### src/rtl/sdh_dma_pkg.sv
`timescale 1ns/1ps
package sdh_dma_pkg;

    localparam int MEM_DATA_W = 64;  // widest beat the mode encoding allows

    // register word indices
    localparam logic [2:0] REG_MODE    = 3'd0;
    localparam logic [2:0] REG_ADDR_LO = 3'd1;
    localparam logic [2:0] REG_ADDR_HI = 3'd2;
    localparam logic [2:0] REG_LEN     = 3'd3;
    localparam logic [2:0] REG_CTRL    = 3'd4;
    localparam logic [2:0] REG_CHRST   = 3'd5;

    typedef enum logic [1:0] {
        ST_IDLE,
        ST_ARM,
        ST_REQ,
        ST_RESP
    } dma_state_e;

    typedef struct packed {
        logic [1:0] dir;    // 0 memory->card, 1 card->memory
        logic [1:0] width;  // log2 of beat bytes
        logic       inc;    // 1 increment address per beat
    } dma_mode_t;

    function automatic logic [MEM_DATA_W-1:0] beat_mask(input logic [1:0] w);
        logic [MEM_DATA_W-1:0] m;
        unique case (w)
            2'd0:    m = MEM_DATA_W'(64'h0000_0000_0000_00FF);
            2'd1:    m = MEM_DATA_W'(64'h0000_0000_0000_FFFF);
            2'd2:    m = MEM_DATA_W'(64'h0000_0000_FFFF_FFFF);
            default: m = '1;
        endcase
        return m;
    endfunction

endpackage

### src/rtl/sdh_dma_regs.sv
`timescale 1ns/1ps
module sdh_dma_regs
    import sdh_dma_pkg::*;
#(
    parameter int ADDR_W = 64,
    parameter int SZ_W   = 12,
    parameter int CNT_W  = 16,
    localparam int HI_W  = ADDR_W - 32,
    localparam int LEN_W = SZ_W + CNT_W
) (
    input  logic              clk,
    input  logic              rst_n,
    input  logic              cfg_we,
    input  logic [2:0]        cfg_addr,
    input  logic [31:0]       cfg_wdata,
    output logic [31:0]       cfg_rdata,
    input  logic              busy,
    output dma_mode_t         mode,
    output logic [ADDR_W-1:0] base_addr,
    output logic [LEN_W-1:0]  xfer_len,
    output logic              start_pulse,
    output logic [1:0]        chan_rel
);
    localparam int CNT_LSB = 16;

    dma_mode_t        mode_q;
    logic [31:0]      addr_lo_q;
    logic [HI_W-1:0]  addr_hi_q;
    logic [SZ_W-1:0]  blk_size_q;
    logic [CNT_W-1:0] blk_cnt_q;
    logic [1:0]       chrst_q;

    always_ff @(posedge clk or negedge rst_n) begin
        if (!rst_n) begin
            mode_q     <= '0;
            addr_lo_q  <= '0;
            addr_hi_q  <= '0;
            blk_size_q <= '0;
            blk_cnt_q  <= '0;
            chrst_q    <= 2'b11;
        end else if (cfg_we) begin
            unique case (cfg_addr)
                REG_MODE: begin
                    mode_q.dir   <= cfg_wdata[17:16];
                    mode_q.width <= cfg_wdata[5:4];
                    mode_q.inc   <= cfg_wdata[0];
                end
                REG_ADDR_LO: addr_lo_q <= cfg_wdata;
                REG_ADDR_HI: addr_hi_q <= cfg_wdata[HI_W-1:0];
                REG_LEN: begin
                    blk_size_q <= cfg_wdata[SZ_W-1:0];
                    blk_cnt_q  <= cfg_wdata[CNT_LSB +: CNT_W];
                end
                REG_CHRST: chrst_q <= cfg_wdata[9:8];
                default: ;
            endcase
        end
    end

    always_comb begin
        cfg_rdata = '0;
        unique case (cfg_addr)
            REG_MODE: begin
                cfg_rdata[17:16] = mode_q.dir;
                cfg_rdata[5:4]   = mode_q.width;
                cfg_rdata[0]     = mode_q.inc;
            end
            REG_ADDR_LO: cfg_rdata = addr_lo_q;
            REG_ADDR_HI: cfg_rdata[HI_W-1:0] = addr_hi_q;
            REG_LEN: begin
                cfg_rdata[SZ_W-1:0]          = blk_size_q;
                cfg_rdata[CNT_LSB +: CNT_W]  = blk_cnt_q;
            end
            REG_CTRL:  cfg_rdata[1]   = busy;  // bit 0 always reads 0
            REG_CHRST: cfg_rdata[9:8] = chrst_q;
            default: ;
        endcase
    end

    assign mode        = mode_q;
    assign base_addr   = {addr_hi_q, addr_lo_q};
    assign xfer_len    = LEN_W'(blk_size_q) * LEN_W'(blk_cnt_q);
    assign start_pulse = cfg_we && (cfg_addr == REG_CTRL) && cfg_wdata[0];
    assign chan_rel    = chrst_q;

    // channel release bits change only through a register write
    assert_rel_hold_R11: assert property (@(posedge clk) disable iff (!rst_n)
        !cfg_we |=> $stable(chrst_q));

endmodule

### src/rtl/sdh_dma_fsm.sv
`timescale 1ns/1ps
module sdh_dma_fsm
    import sdh_dma_pkg::*;
#(
    parameter int ADDR_W = 64,
    parameter int LEN_W  = 28,
    parameter int LVL_W  = 8
) (
    input  logic                  clk,
    input  logic                  rst_n,
    input  logic                  start_pulse,
    input  dma_mode_t             mode,
    input  logic [ADDR_W-1:0]     base_addr,
    input  logic [LEN_W-1:0]      xfer_len,
    input  logic [1:0]            chan_rel,
    input  logic [LVL_W-1:0]      fifo_level,
    input  logic [LVL_W-1:0]      fifo_space,
    input  logic [MEM_DATA_W-1:0] fifo_rdata,
    input  logic                  mem_gnt,
    input  logic                  mem_rvalid,
    input  logic [MEM_DATA_W-1:0] mem_rdata,
    output logic                  busy,
    output logic                  done,
    output logic                  mem_req,
    output logic                  mem_we,
    output logic [ADDR_W-1:0]     mem_addr,
    output logic [1:0]            mem_size,
    output logic [MEM_DATA_W-1:0] mem_wdata,
    output logic                  fifo_pop,
    output logic                  fifo_push,
    output logic [MEM_DATA_W-1:0] fifo_wdata
);
    dma_state_e        state_q, state_d;
    logic              dir_q;      // 1 = card to memory
    logic [1:0]        width_q;
    logic              inc_q;
    logic [ADDR_W-1:0] addr_q;
    logic [LEN_W-1:0]  remain_q;
    logic              done_q;

    logic [3:0] beat_bytes, start_beat;
    logic [2:0] align_mask;
    logic       start_ok, abort, fifo_ok, accept, last;

    assign beat_bytes = 4'd1 << width_q;
    assign start_beat = 4'd1 << mode.width;
    assign align_mask = 3'(start_beat - 4'd1);

    always_comb begin
        start_ok = start_pulse && (state_q == ST_IDLE)
                && !mode.dir[1] && chan_rel[mode.dir[0]]
                && (xfer_len != '0)
                && ((xfer_len[2:0] & align_mask) == 3'd0)
                && ((base_addr[2:0] & align_mask) == 3'd0);
    end

    assign abort   = (state_q != ST_IDLE) && !chan_rel[dir_q];
    assign fifo_ok = dir_q ? (fifo_level >= LVL_W'(beat_bytes))
                           : (fifo_space >= LVL_W'(beat_bytes));
    assign accept  = ((state_q == ST_REQ) && mem_gnt && dir_q)
                  || ((state_q == ST_RESP) && mem_rvalid);
    assign last    = (remain_q == LEN_W'(beat_bytes));

    // next-state logic
    always_comb begin
        state_d = state_q;
        unique case (state_q)
            ST_IDLE: if (start_ok) state_d = ST_ARM;
            ST_ARM:  if (fifo_ok)  state_d = ST_REQ;
            ST_REQ:  if (mem_gnt)  state_d = dir_q ? (last ? ST_IDLE : ST_ARM) : ST_RESP;
            ST_RESP: if (mem_rvalid) state_d = last ? ST_IDLE : ST_ARM;
            default: state_d = ST_IDLE;
        endcase
        if (abort) state_d = ST_IDLE;
    end

    // state register
    always_ff @(posedge clk or negedge rst_n) begin
        if (!rst_n) state_q <= ST_IDLE;
        else        state_q <= state_d;
    end

    // transfer context
    always_ff @(posedge clk or negedge rst_n) begin
        if (!rst_n) begin
            dir_q    <= 1'b0;
            width_q  <= 2'd0;
            inc_q    <= 1'b0;
            addr_q   <= '0;
            remain_q <= '0;
            done_q   <= 1'b0;
        end else begin
            done_q <= accept && last && !abort;
            if (start_ok) begin
                dir_q    <= mode.dir[0];
                width_q  <= mode.width;
                inc_q    <= mode.inc;
                addr_q   <= base_addr;
                remain_q <= xfer_len;
            end else begin
                if ((state_q == ST_REQ) && mem_gnt && inc_q)
                    addr_q <= addr_q + ADDR_W'(beat_bytes);
                if (accept)
                    remain_q <= remain_q - LEN_W'(beat_bytes);
            end
        end
    end

    // outputs
    always_comb begin
        busy       = (state_q != ST_IDLE);
        done       = done_q;
        mem_req    = (state_q == ST_REQ);
        mem_we     = dir_q;
        mem_addr   = addr_q;
        mem_size   = width_q;
        mem_wdata  = fifo_rdata & beat_mask(width_q);
        fifo_pop   = (state_q == ST_REQ) && mem_gnt && dir_q;
        fifo_push  = (state_q == ST_RESP) && mem_rvalid;
        fifo_wdata = mem_rdata & beat_mask(width_q);
    end

    // a write is only requested with a whole beat in the FIFO
    assert_wr_has_data_R7: assert property (@(posedge clk) disable iff (!rst_n)
        (mem_req && mem_we) |-> (fifo_level >= LVL_W'(beat_bytes)));
    // a read is only requested with room for a whole beat
    assert_rd_has_room_R8: assert property (@(posedge clk) disable iff (!rst_n)
        (mem_req && !mem_we) |-> (fifo_space >= LVL_W'(beat_bytes)));
    // address holds while a request waits for grant
    assert_addr_stable_R2: assert property (@(posedge clk) disable iff (!rst_n)
        (mem_req && !mem_gnt) |=> $stable(mem_addr));
    // done is a single-cycle pulse and coincides with idle
    assert_done_pulse_R10: assert property (@(posedge clk) disable iff (!rst_n)
        done |=> !done);
    assert_done_idle_R10: assert property (@(posedge clk) disable iff (!rst_n)
        done |-> !busy);
    // busy only rises after a start request
    assert_busy_from_start_R4: assert property (@(posedge clk) disable iff (!rst_n)
        $rose(busy) |-> $past(start_pulse));
    // releasing bit cleared for active channel ends the transfer
    assert_abort_idle_R11: assert property (@(posedge clk) disable iff (!rst_n)
        (busy && !chan_rel[dir_q]) |=> (!busy && !done));

endmodule

### src/rtl/sdh_dma_engine.sv
`timescale 1ns/1ps
module sdh_dma_engine
    import sdh_dma_pkg::*;
#(
    parameter int ADDR_W = 64,
    parameter int SZ_W   = 12,
    parameter int CNT_W  = 16,
    parameter int LVL_W  = 8,
    localparam int LEN_W = SZ_W + CNT_W
) (
    input  logic                  clk,
    input  logic                  rst_n,
    input  logic                  cfg_we,
    input  logic [2:0]            cfg_addr,
    input  logic [31:0]           cfg_wdata,
    output logic [31:0]           cfg_rdata,
    output logic                  dma_done,
    output logic                  mem_req,
    output logic                  mem_we,
    output logic [ADDR_W-1:0]     mem_addr,
    output logic [1:0]            mem_size,
    output logic [MEM_DATA_W-1:0] mem_wdata,
    input  logic                  mem_gnt,
    input  logic                  mem_rvalid,
    input  logic [MEM_DATA_W-1:0] mem_rdata,
    input  logic [LVL_W-1:0]      fifo_level,
    input  logic [LVL_W-1:0]      fifo_space,
    input  logic [MEM_DATA_W-1:0] fifo_rdata,
    output logic                  fifo_pop,
    output logic                  fifo_push,
    output logic [MEM_DATA_W-1:0] fifo_wdata
);
    dma_mode_t         mode;
    logic [ADDR_W-1:0] base_addr;
    logic [LEN_W-1:0]  xfer_len;
    logic              start_pulse;
    logic [1:0]        chan_rel;
    logic              busy;

    sdh_dma_regs #(.ADDR_W(ADDR_W), .SZ_W(SZ_W), .CNT_W(CNT_W)) u_regs (
        .clk(clk), .rst_n(rst_n),
        .cfg_we(cfg_we), .cfg_addr(cfg_addr), .cfg_wdata(cfg_wdata),
        .cfg_rdata(cfg_rdata), .busy(busy),
        .mode(mode), .base_addr(base_addr), .xfer_len(xfer_len),
        .start_pulse(start_pulse), .chan_rel(chan_rel)
    );

    sdh_dma_fsm #(.ADDR_W(ADDR_W), .LEN_W(LEN_W), .LVL_W(LVL_W)) u_fsm (
        .clk(clk), .rst_n(rst_n),
        .start_pulse(start_pulse), .mode(mode), .base_addr(base_addr),
        .xfer_len(xfer_len), .chan_rel(chan_rel),
        .fifo_level(fifo_level), .fifo_space(fifo_space), .fifo_rdata(fifo_rdata),
        .mem_gnt(mem_gnt), .mem_rvalid(mem_rvalid), .mem_rdata(mem_rdata),
        .busy(busy), .done(dma_done),
        .mem_req(mem_req), .mem_we(mem_we), .mem_addr(mem_addr),
        .mem_size(mem_size), .mem_wdata(mem_wdata),
        .fifo_pop(fifo_pop), .fifo_push(fifo_push), .fifo_wdata(fifo_wdata)
    );

endmodule

### config.mk
export PLATFORM = sky130hd
export DESIGN_NAME = sdh_dma_engine
export DESIGN_NICKNAME = d
export VERILOG_FILES = /design/src/rtl/sdh_dma_pkg.sv /design/src/rtl/sdh_dma_regs.sv /design/src/rtl/sdh_dma_fsm.sv /design/src/rtl/sdh_dma_engine.sv
export SDC_FILE = /design/constraint.sdc
export NUM_CORES = 1
export LEC_CHECK = 0
export ABC_AREA = 1
export ABC_CLOCK_PERIOD_IN_PS = 6300
export BUFFER_PORTS_ARGS = -buffer_cell sky130_fd_sc_hd__buf_2
export CAP_MARGIN = 5
export CORE_MARGIN = 10
export CORE_UTILIZATION = 45
export CTS_BUF_LIST = sky130_fd_sc_hd__clkbuf_8
export DETAILED_ROUTE_END_ITERATION = 10
export GPL_TIMING_DRIVEN = 1
export PLACE_DENSITY_LB_ADDON = 0.1
export SLEW_MARGIN = 25
export SYNTH_ARGS = -nofsm -noshare
export SYNTH_HDL_FRONTEND = slang
export SYNTH_SLANG_ARGS = --single-unit
### constraint.sdc
create_clock -name clk -period 6.3 [get_ports clk]
set_input_delay 0.315 -clock clk [delete_from_list [all_inputs] [get_ports clk]]
set_output_delay 0.315 -clock clk [all_outputs]
set_load 0.1 [all_outputs]
==> out/metrics.csv, run 1 <==
metric,value,unit
synth_fp_nets,3306,
critPathArrivalTime,6.51,ns
wl_per_cell,21.7,microns
globalRouteMet1Util,0.417,
synth-seq-cells,198,
areaGrowthSynthToFinish,17.5,%
final_antenna_net_count,0,
end_kind,flop,
drv_slew,0,
drtIter0Drc,2109,
clock_path_buffers,2,
place_ws,0.0587,ns
dieHeight,229,microns
overflow,0,
layout_commonest_cell,nand2_1,
final_cell_mix,"nand2_1 (861), inv_1 (579), buf_2 (382)",
regToRegSetupSlack,0.25,ns
num_vias,20254,
syn_area_per_cell,6.76,sq um
min_from,cfg_wdata[29],
synth_edf_count,0,
max-vdd-ir-drop,345,uV
status,finished clean,
start_util,0.455,
ys_seq_area_frac,0.253,
clock-sinks,198,
rr_startpoint,u_regs.blk_size_q[8]$_DFFE_PN0P_,
r2r_cells,27,
startpoint_type,flop,
port_buffers,382,
htree_levels,4,
crit_top_cell,nand2_1,
grt_pass1_wl,124,mm
finalCritPeriodShare,0.960,
layout_setup_ws,0.254,ns
final-hold-violation-count,0,
cp.required,6.77,ns
grt_max_degree,76,
synthFlopType,dfrtp_1,
finalSetupViolations,0,
rows,76,
async_flop_share,1.00,
finalSetupTns,0,ns
ys_types,48,
yosys_warnings,0,
pin_count,415,
period_minus_slack,6.05,ns
path_clk_slew,0.12,ns
place_congestion,0.993,
dp_hpwl,68.2,mm
path_buf_inv,6,
die_area,52300,sq um
cp_max_fo,40,
grt_pass1_vias,18976,
cts_tree,done,
routed_wl,83.5,mm
grt_use_total,0.311,
critPathTopFamily,adder cells,
power_density,442,nW/um^2
viasPerCell,5.26,
crit_start,u_regs.blk_size_q[8]$_DFFE_PN0P_,
slowest_stage,fa_1,
grt_busiest_layer,met2,
cpPeakStageDelay,0.63,ns
core,43100,sq um
globalRouteMet2Util,0.488,
fin_nets,3659,
use_met3,0.0856,
fmax,0.165,GHz
hold_path_end,u_regs.addr_lo_q[29]$_DFFE_PN0P_,
drc,0,
drv_cap,0,
synthCells,2898,
synth_area,19600,sq um
critPathKind,flop to flop,
dr.pass1.iters,6,
leakagePower,13.2,nW
fp.dieW,229,microns
clock_latency,0.59,ns
min_path_type,primary input to flop,
r2r-end,u_fsm.mem_addr[9]$_DFFE_PN0P_,
slew_headroom,0.365,
drive_above_1_share,0.168,
root_buffer,clkbuf_8,
tightestPinTransition,0.947,ns
clock_skew,0.0299,ns
cts_made_buffers,17,
whs_path_depth,3,
antenna_found_initial,8,
==> registers in the layout, summed over array words and instances (netlist names), 2 cells and up <==
name	count
u_fsm.mem_size	2
u_regs.mode	5
u_fsm.remain_q	28
u_fsm.mem_addr	64
u_regs.blk_size_q	12
u_regs.blk_cnt_q	16
u_regs.chan_rel	2
u_regs.addr_lo_q	32
u_fsm.state_q	2
u_regs.addr_hi_q	32
==> cell type report <==
cell class              count  area [sq um]
repair buffers            469          2760
diodes                      1          2.50
multi-input cells        1979         11900
inverters                 586          2200
flip-flops and latches    198          4990
fillers                  4433         20100
clock buffers              17           234
clock inverters            14           206
well taps                 585           732
==> Yosys cell counts, drive strengths merged (3+ instances only) <==
| cell type | count | share of area |
|---|---|---|
| nand2 | 872 | 0.17 |
| inv | 583 | 0.11 |
| nand3 | 256 | 0.066 |
| nor2 | 229 | 0.044 |
| dfrtp | 196 | 0.25 |
| fa | 142 | 0.15 |
| o21ai | 132 | 0.034 |
| clkbuf | 90 | 0.017 |
| ha | 82 | 0.052 |
| xor2 | 49 | 0.022 |
| nor3 | 47 | 0.012 |
| buf | 45 | 0.015 |
| nand4 | 39 | 0.012 |
| xnor2 | 30 | 0.013 |
| a21oi | 29 | 0.0074 |
| nor4 | 21 | 0.0067 |
| or2 | 9 | 0.0029 |
| nand3b | 6 | 0.0023 |
| a22oi | 5 | 0.0019 |
| o211ai | 5 | 0.0019 |
| a21o | 4 | 0.0015 |
| a22o | 4 | 0.0018 |
| clkinv | 3 | 0.00058 |
==> worst max path at each step <==
stage / endpoint / slack [ns] / depth (start not counted)
floorplan: u_fsm.mem_addr[36]$_DFFE_PN0P_ / 0.67 / 28
global placement: u_fsm.mem_addr[54]$_DFFE_PN0P_ / 0.02 / 25
detailed placement: u_fsm.mem_addr[54]$_DFFE_PN0P_ / 0.06 / 27
CTS: u_fsm.state_q[0]$_DFFE_PN0P_ / 0.05 / 28
global route: u_fsm.mem_addr[9]$_DFFE_PN0P_ / -0.006 / 27
finish: u_fsm.mem_addr[9]$_DFFE_PN0P_ / 0.25 / 27
==> report_power, final <==
part	switching [mW]	total (mW)	internal, mW	leakage [nW]
sequential	0.567	2.13	1.56	2.55
combinational	4.95	7.12	2.17	10.4
clock	0.582	0.927	0.344	0.218
==> metrics by stage <==
step	area, sq um	cells	total power [mW]	hold WS, ns	util
after floorplan	19600	2898	7.11	0.0194	-
after global placement	22000	3776	8.93	0.409	0.512
after detailed placement	22000	3776	8.98	0.410	0.512
after CTS	22600	3818	9.95	0.00328	0.525
after global routing	23000	3849	11.2	0.0293	0.534
final	23000	3849	10.2	0.0353	0.534
==> worst reg2reg max path, delay by kind of cell, from the launching register on <==
family / cells / cell delay [ns]
and+or+nand+nor: 13 / 1.38
buffers and inverters: 6 / 0.78
adders and majority gates: 6 / 3.06
AOI/OAI and AO/OA: 2 / 0.27
DFF: 1 / 0.44
==> timing repair <==
action	4_1_cts	5_1_grt
cloned	0	1
setup buffers	0	29
hold buffers	11	0
endpoints found under the setup margin	3	96
pin swaps	0	1
resized for setup	1	43
endpoints found under the hold margin	93	0
==> metal layers <==
layer  vias up  part of all wire  wire length, microns
met4         2             0.021                  1790
li1       9493                 -                     -
met3        92             0.099                  8250
met1      9733              0.42                 35300
met5         -           0.00016                    13
met2       934              0.46                 38200
==> cells by family (layout without fill, tap and decap cells) <==
logic type,after synthesis,after routing,share of synthesized area
buffers and inverters,721,1086,0.144
and+or+nand+nor,1482,1482,0.315
other,0,1,0
xor gates and xnor gates,79,79,0.0353
DFF,198,198,0.253
adders and majority gates,224,224,0.198
AOI/OAI and AO/OA,194,194,0.0546
(Power assumes the default switching activity.)
==> run 2, diff against run 1 <==
- CTS_BUF_LIST: sky130_fd_sc_hd__clkbuf_8 -> sky130_fd_sc_hd__clkbuf_16
==> out/metrics.csv, run 2 (synthesis results as in run 1) <==
metric,value,unit,change
status,finished clean,,
slowest_stage,fa_1,,
power_density,451,nW/um^2,+2.0%
rows,76,,unchanged
cp.required,6.68,ns,-0.09 ns
htree_levels,4,,unchanged
overflow,0,,unchanged
multiInputGateArea,11900,sq um,about the same
rsz0062_at_grt,false,,
slew_headroom,0.365,,+0.000773
port_buffers,382,,unchanged
wl_met3,8.09,mm,-2.0%
min_from,cfg_wdata[12],,
layout_commonest_cell,nand2_1,,
place_congestion,0.993,,unchanged
finalCritPeriodShare,0.956,,-0.00366
leakagePower,13.2,nW,+0.16%
drv_cap,0,,unchanged
r2r-end,u_fsm.state_q[0]$_DFFE_PN0P_,,
finalSetupTns,0,ns,unchanged
drtIter0Drc,2114,,+0.24%
place_ws,0.0587,ns,unchanged
wl_met2,38.6,mm,+1.1%
whs_path_depth,3,,unchanged
num_vias,20329,,+0.37%
tightestPinTransition,0.946,ns,-0.00115 ns
cp_max_fo,20,,-50%
r2r_cells,29,,+7.4%
period_minus_slack,6.02,ns,-0.0230 ns
min_path_type,primary input to flop,,
grt_use_total,0.312,,+0.00102
clock_path_buffers,2,,unchanged
cts_tree,done,,
start_util,0.455,,unchanged
fillers,4427,,-0.14%
highest_layer,met4,,
cts_made_buffers,17,,unchanged
critPathArrivalTime,6.41,ns,-0.10 ns
end_kind,flop,,
final_cell_mix,"nand2_1 (866), inv_1 (579), buf_2 (381)",,
fin_nets,3643,,-0.44%
drv_slew,0,,unchanged
grt_max_degree,76,,unchanged
critPathKind,flop to flop,,
rr_startpoint,u_regs.blk_size_q[8]$_DFFE_PN0P_,,
clock-sinks,198,,unchanged
fmax,0.166,GHz,+0.38%
final_util,0.535,,+0.00110
fp.dieW,229,microns,unchanged
layout_setup_ws,0.277,ns,+0.0230 ns
grt_pass1_vias,18950,,-0.14%
drive_above_1_share,0.166,,-0.00195
startpoint_type,flop,,
cpPeakStageDelay,0.55,ns,-0.08 ns
critPathTopFamily,adder cells,,
grt_pass1_wl,124,mm,+0.26%
timing.hold.ws,0.0747,ns,+0.0393 ns
die_area,52300,sq um,unchanged
routed_wl,83.9,mm,+0.44%
pin_count,415,,unchanged
final-hold-violation-count,0,,unchanged
crit_top_cell,nand2_1,,
path_clk_slew,0.08,ns,-0.04 ns
finalSetupViolations,0,,unchanged
drc,0,,unchanged
hold_path_end,u_regs.addr_hi_q[12]$_DFFE_PN0P_,,
wl_per_cell,21.9,microns,+0.86%
dp_hpwl,68.2,mm,unchanged
met1Wirelength,35.6,mm,+0.74%
dr.pass1.iters,6,,unchanged
antenna_found_initial,6,,-2
core,43100,sq um,unchanged
largest_reg_flops,64,,unchanged
clock_skew,0.0220,ns,-0.00798 ns
dieHeight,229,microns,unchanged
viasPerCell,5.30,,+0.79%
final_antenna_net_count,0,,unchanged
max-vdd-ir-drop,345,uV,-0.14%
path_buf_inv,8,,+2
seqCellArea,4990,sq um,about the same
clock_latency,0.51,ns,-0.08 ns
root_buffer,clkbuf_16,,
regToRegSetupSlack,0.28,ns,+0.02 ns
areaGrowthSynthToFinish,17.7,%,
==> run 2: changes by cell type in the layout (fill, tap and decap cells not counted), moves of 3 or more <==
cell / delta
buf_12: -3
buf_4: -3
clkbuf_16: +19
clkbuf_8: -17
dlygate4sd3_1: -10
nand2_1: +5
nand2_2: -5
==> run 2: routing by layer <==
| layer | GRT usage | vias to the layer above |
|---|---|---|
| li1 | - | 9486 |
| met1 | 0.423 | 9838 |
| met2 | 0.492 | 914 |
| met3 | 0.0807 | 91 |
| met4 | 0.0637 | 0 |
| met5 | 0 | - |
==> run 2: worst max path at each step <==
stage,start,endpoint,slack [ns],depth (start not counted)
floorplan,u_regs.blk_size_q[11]$_DFFE_PN0P_,u_fsm.mem_addr[36]$_DFFE_PN0P_,0.67,28
global route,u_regs.blk_size_q[8]$_DFFE_PN0P_,u_fsm.mem_addr[54]$_DFFE_PN0P_,0.002,28
global placement,u_regs.blk_size_q[5]$_DFFE_PN0P_,u_fsm.mem_addr[54]$_DFFE_PN0P_,0.02,25
detailed placement,u_regs.blk_size_q[5]$_DFFE_PN0P_,u_fsm.mem_addr[54]$_DFFE_PN0P_,0.06,27
CTS,u_regs.blk_size_q[5]$_DFFE_PN0P_,u_fsm.mem_addr[54]$_DFFE_PN0P_,0.009,27
finish,u_regs.blk_size_q[8]$_DFFE_PN0P_,u_fsm.state_q[0]$_DFFE_PN0P_,0.28,29
==> run 2: cell type report <==
cell class	instances	area share
clock buffers	17	0.0185
inverters	586	0.0954
diodes	1	0.000109
flip-flops and latches	198	0.216
repair buffers	453	0.114
clock inverters	14	0.00896
well taps	585	0.0318
multi-input cells	1979	0.515
==> run 2: stage by stage <==
step	instance area, sq um	total power, mW	instances
2_1_floorplan	19600	7.11	2898
3_3_place_gp	22000	8.93	3776
3_5_place_dp	22000	8.98	3776
4_1_cts	22700	10.2	3808
5_1_grt	23000	11.4	3832
6_report	23000	10.4	3833
==> run 2: power by group <==
part           internal, mW  leakage, nW  switching (mW)
clock                 0.578        0.305           0.622
sequential             1.56         2.55           0.573
combinational          2.14         10.3            4.93
total                  4.28         13.2            6.12
==> run 2: repair_timing <==
action                                  4_1_cts  5_1_grt
gates resized for setup                       0       39
hold buffers                                  1        0
buffers inserted                              0       21
hold endpoints to repair                     73        0
endpoints found under the setup margin        0       98
==> run 2: tightest hold or removal path, stage by stage <==
cell	delay, ns
buf_2	0.10
inv_1	0.05
o21ai_0	0.07
==> run 3, diff against run 2 <==
- SYNTH_HIERARCHICAL: not set -> 1
==> out/metrics.csv, run 3 <==
metric,value,unit,change
status,finished clean,,
wl_per_cell,21.3,microns,-2.7%
end_kind,flop,,
pin_count,415,,unchanged
syn_area_per_cell,6.68,sq um,-1.1%
fin_area,24400,sq um,+5.7%
min_path_type,primary input to flop,,
final-hold-violation-count,0,,unchanged
clock_skew,0.0131,ns,-0.00881 ns
drtIter0Drc,1857,,-12%
clock_path_buffers,2,,unchanged
grt_max_degree,167,,+120%
yosysMostFrequentCell,nand2_1,,
fillers,4557,,+2.9%
yosys_warnings,6,,+6
max-vdd-ir-drop,677,uV,+96%
finalSetupViolations,0,,unchanged
async_flop_share,1.00,,unchanged
tightestPinTransition,0.915,ns,-0.0310 ns
rr_startpoint,u_regs/blk_size_q[4]$_DFFE_PN0P_,,
final_cell_mix,"nand2_1 (924), inv_1 (644), buf_2 (382)",,
drv_cap,0,,unchanged
finalCritPeriodShare,0.961,,+0.00469
slew_headroom,0.390,,+0.0246
core,45300,sq um,+5.1%
layout_commonest_cell,nand2_1,,
cp_max_fo,17,,-15%
fmax,0.165,GHz,-0.49%
dp_hpwl,71.8,mm,+5.3%
clock-sinks,198,,unchanged
period_minus_slack,6.05,ns,+0.0296 ns
cts_made_buffers,17,,unchanged
path_clk_slew,0.07,ns,about the same
clock_latency,0.47,ns,-0.04 ns
final_antenna_net_count,0,,unchanged
critPathArrivalTime,6.40,ns,about the same
fin_nets,3850,,+5.7%
leakagePower,14.1,nW,+7.3%
synth_edf_count,0,,unchanged
slowest_stage,fa_1,,
critPathKind,flop to flop,,
die_area,54600,sq um,+4.5%
grt_use_total,0.309,,-0.00275
final_cells,4064,,+6.0%
root_buffer,clkbuf_16,,
r2r_cells,29,,unchanged
routed_wl,86.6,mm,+3.2%
synth-seq-cells,198,,unchanged
finalSetupTns,0,ns,unchanged
cp.required,6.65,ns,-0.03 ns
htree_levels,4,,unchanged
crit_start,u_regs/blk_size_q[4]$_DFFE_PN0P_,,
synthTopCellsByArea,"dfrtp_1 (24%), nand2_1 (17%), fa_1 (14%), inv_1 (12%), nor2_1 (4.8%)",,
grt_pass1_vias,20579,,+8.6%
drv_slew,0,,unchanged
viasPerCell,5.26,,-0.80%
dr.pass1.iters,8,,+2
synthFlopType,dfrtp_1,,
dp.cells,4004,,+6.0%
synth_top_cell_by_area,dfrtp_1,,
port_buffers,382,,unchanged
antenna_found_initial,10,,+4
synth_top_area_share,0.239,,-0.0117
synth_top_cells_by_count,"nand2_1 (931), inv_1 (643), nor2_1 (264)",,
fp.dieW,234,microns,+2.2%
drive_above_1_share,0.200,,+0.0341
rows,78,,+2.6%
ys_types,52,,+8.3%
largest_reg_flops,64,,unchanged
cts_tree,done,,
ys_seq_area_frac,0.241,,-0.0119
num_vias,21382,,+5.2%
whs_path_depth,3,,unchanged
startpoint_type,flop,,
r2r-end,u_fsm/mem_addr[58]$_DFFE_PN0P_,,
areaGrowthSynthToFinish,18.6,%,
drc,0,,unchanged
min_from,cfg_wdata[13],,
overflow,0,,unchanged
detailed_place.area,23300,sq um,+5.5%
place_congestion,0.991,,-0.22%
start_util,0.454,,-0.000905
power_density,487,nW/um^2,+8.0%
synth_fp_nets,3478,,+5.2%
dieHeight,234,microns,+2.2%
grt_pass1_wl,128,mm,+3.2%
hold_path_end,u_regs/addr_lo_q[13]$_DFFE_PN0P_,,
synthCells,3074,,+6.1%
regToRegSetupSlack,0.25,ns,-0.03 ns
cpPeakStageDelay,0.55,ns,about the same
synth_area,20500,sq um,+4.9%
run 3: layer usage:
metal  GRT usage  share of wire
met5           0        0.00010
met4      0.0909          0.026
met3      0.0632          0.084
met2       0.499           0.47
met1       0.411           0.42
run 3: logic make-up after synthesis:
| family | after synthesis | share of synthesized area |
|---|---|---|
| and+or+nand+nor | 1535 | 0.313 |
| DFF | 198 | 0.241 |
| AOI/OAI and AO/OA | 291 | 0.0881 |
| buffers and inverters | 794 | 0.157 |
| xor gates and xnor gates | 36 | 0.0153 |
| adders and majority gates | 220 | 0.186 |
run 3: final cells by class:
class / count / area [sq um] / area share
clock inverters: 15 / 90.1 / 0.00370
flip-flops and latches: 198 / 4980 / 0.204
multi-input cells: 2082 / 12600 / 0.518
clock buffers: 17 / 425 / 0.0175
repair buffers: 485 / 2990 / 0.123
well taps: 600 / 751 / 0.0308
diodes: 5 / 12.5 / 0.000514
inverters: 662 / 2490 / 0.102
run 3: worst max path at each step:
stage,end,cells after the start
after floorplan,u_fsm/mem_addr[21]$_DFFE_PN0P_,29
after global placement,u_fsm/mem_addr[57]$_DFFE_PN0P_,25
after detailed placement,u_fsm/mem_addr[57]$_DFFE_PN0P_,25
after CTS,u_fsm/mem_addr[26]$_DFFE_PN0P_,28
after global routing,u_fsm/mem_addr[17]$_DFFE_PN0P_,33
final,u_fsm/mem_addr[58]$_DFFE_PN0P_,29
run 3: where the power goes:
group | internal, mW | switching, mW
registers | 1.57 | 0.474
logic | 2.85 | 5.96
clock network | 0.500 | 0.527
run 3: timing repair:
item | CTS | global route
hold buffers | 1 | 0
setup buffers | 0 | 16
hold endpoints to repair | 32 | 0
gates cloned | 0 | 5
resized for setup | 7 | 68
endpoints found under the setup margin | 70 | 97
pin swaps | 0 | 17
run 3: worst max-delay path, delay by kind of cell, from the launching register on:
| kind | cells | cell delay [ns] |
|---|---|---|
| compound gates | 1 | 0.28 |
| flops | 1 | 0.41 |
| fa+ha+maj | 6 | 2.92 |
| xor+xnor | 1 | 0.23 |
| simple gates | 14 | 1.29 |
| buf+inv | 7 | 0.78 |
run 3: stage by stage:
| step | worst slack (ns) | total power [mW] | util | hold slack [ns] |
|---|---|---|---|---|
| 2_1_floorplan | 0.499 | 7.70 | - | 0.0194 |
| 3_3_place_gp | -0.214 | 9.97 | 0.514 | 0.243 |
| 3_5_place_dp | -0.177 | 10.0 | 0.514 | 0.243 |
| 4_1_cts | 0.0205 | 11.1 | 0.526 | 0.0990 |
| 5_1_grt | -0.0208 | 12.9 | 0.538 | 0.118 |
| 6_report | 0.247 | 11.9 | 0.538 | 0.119 |
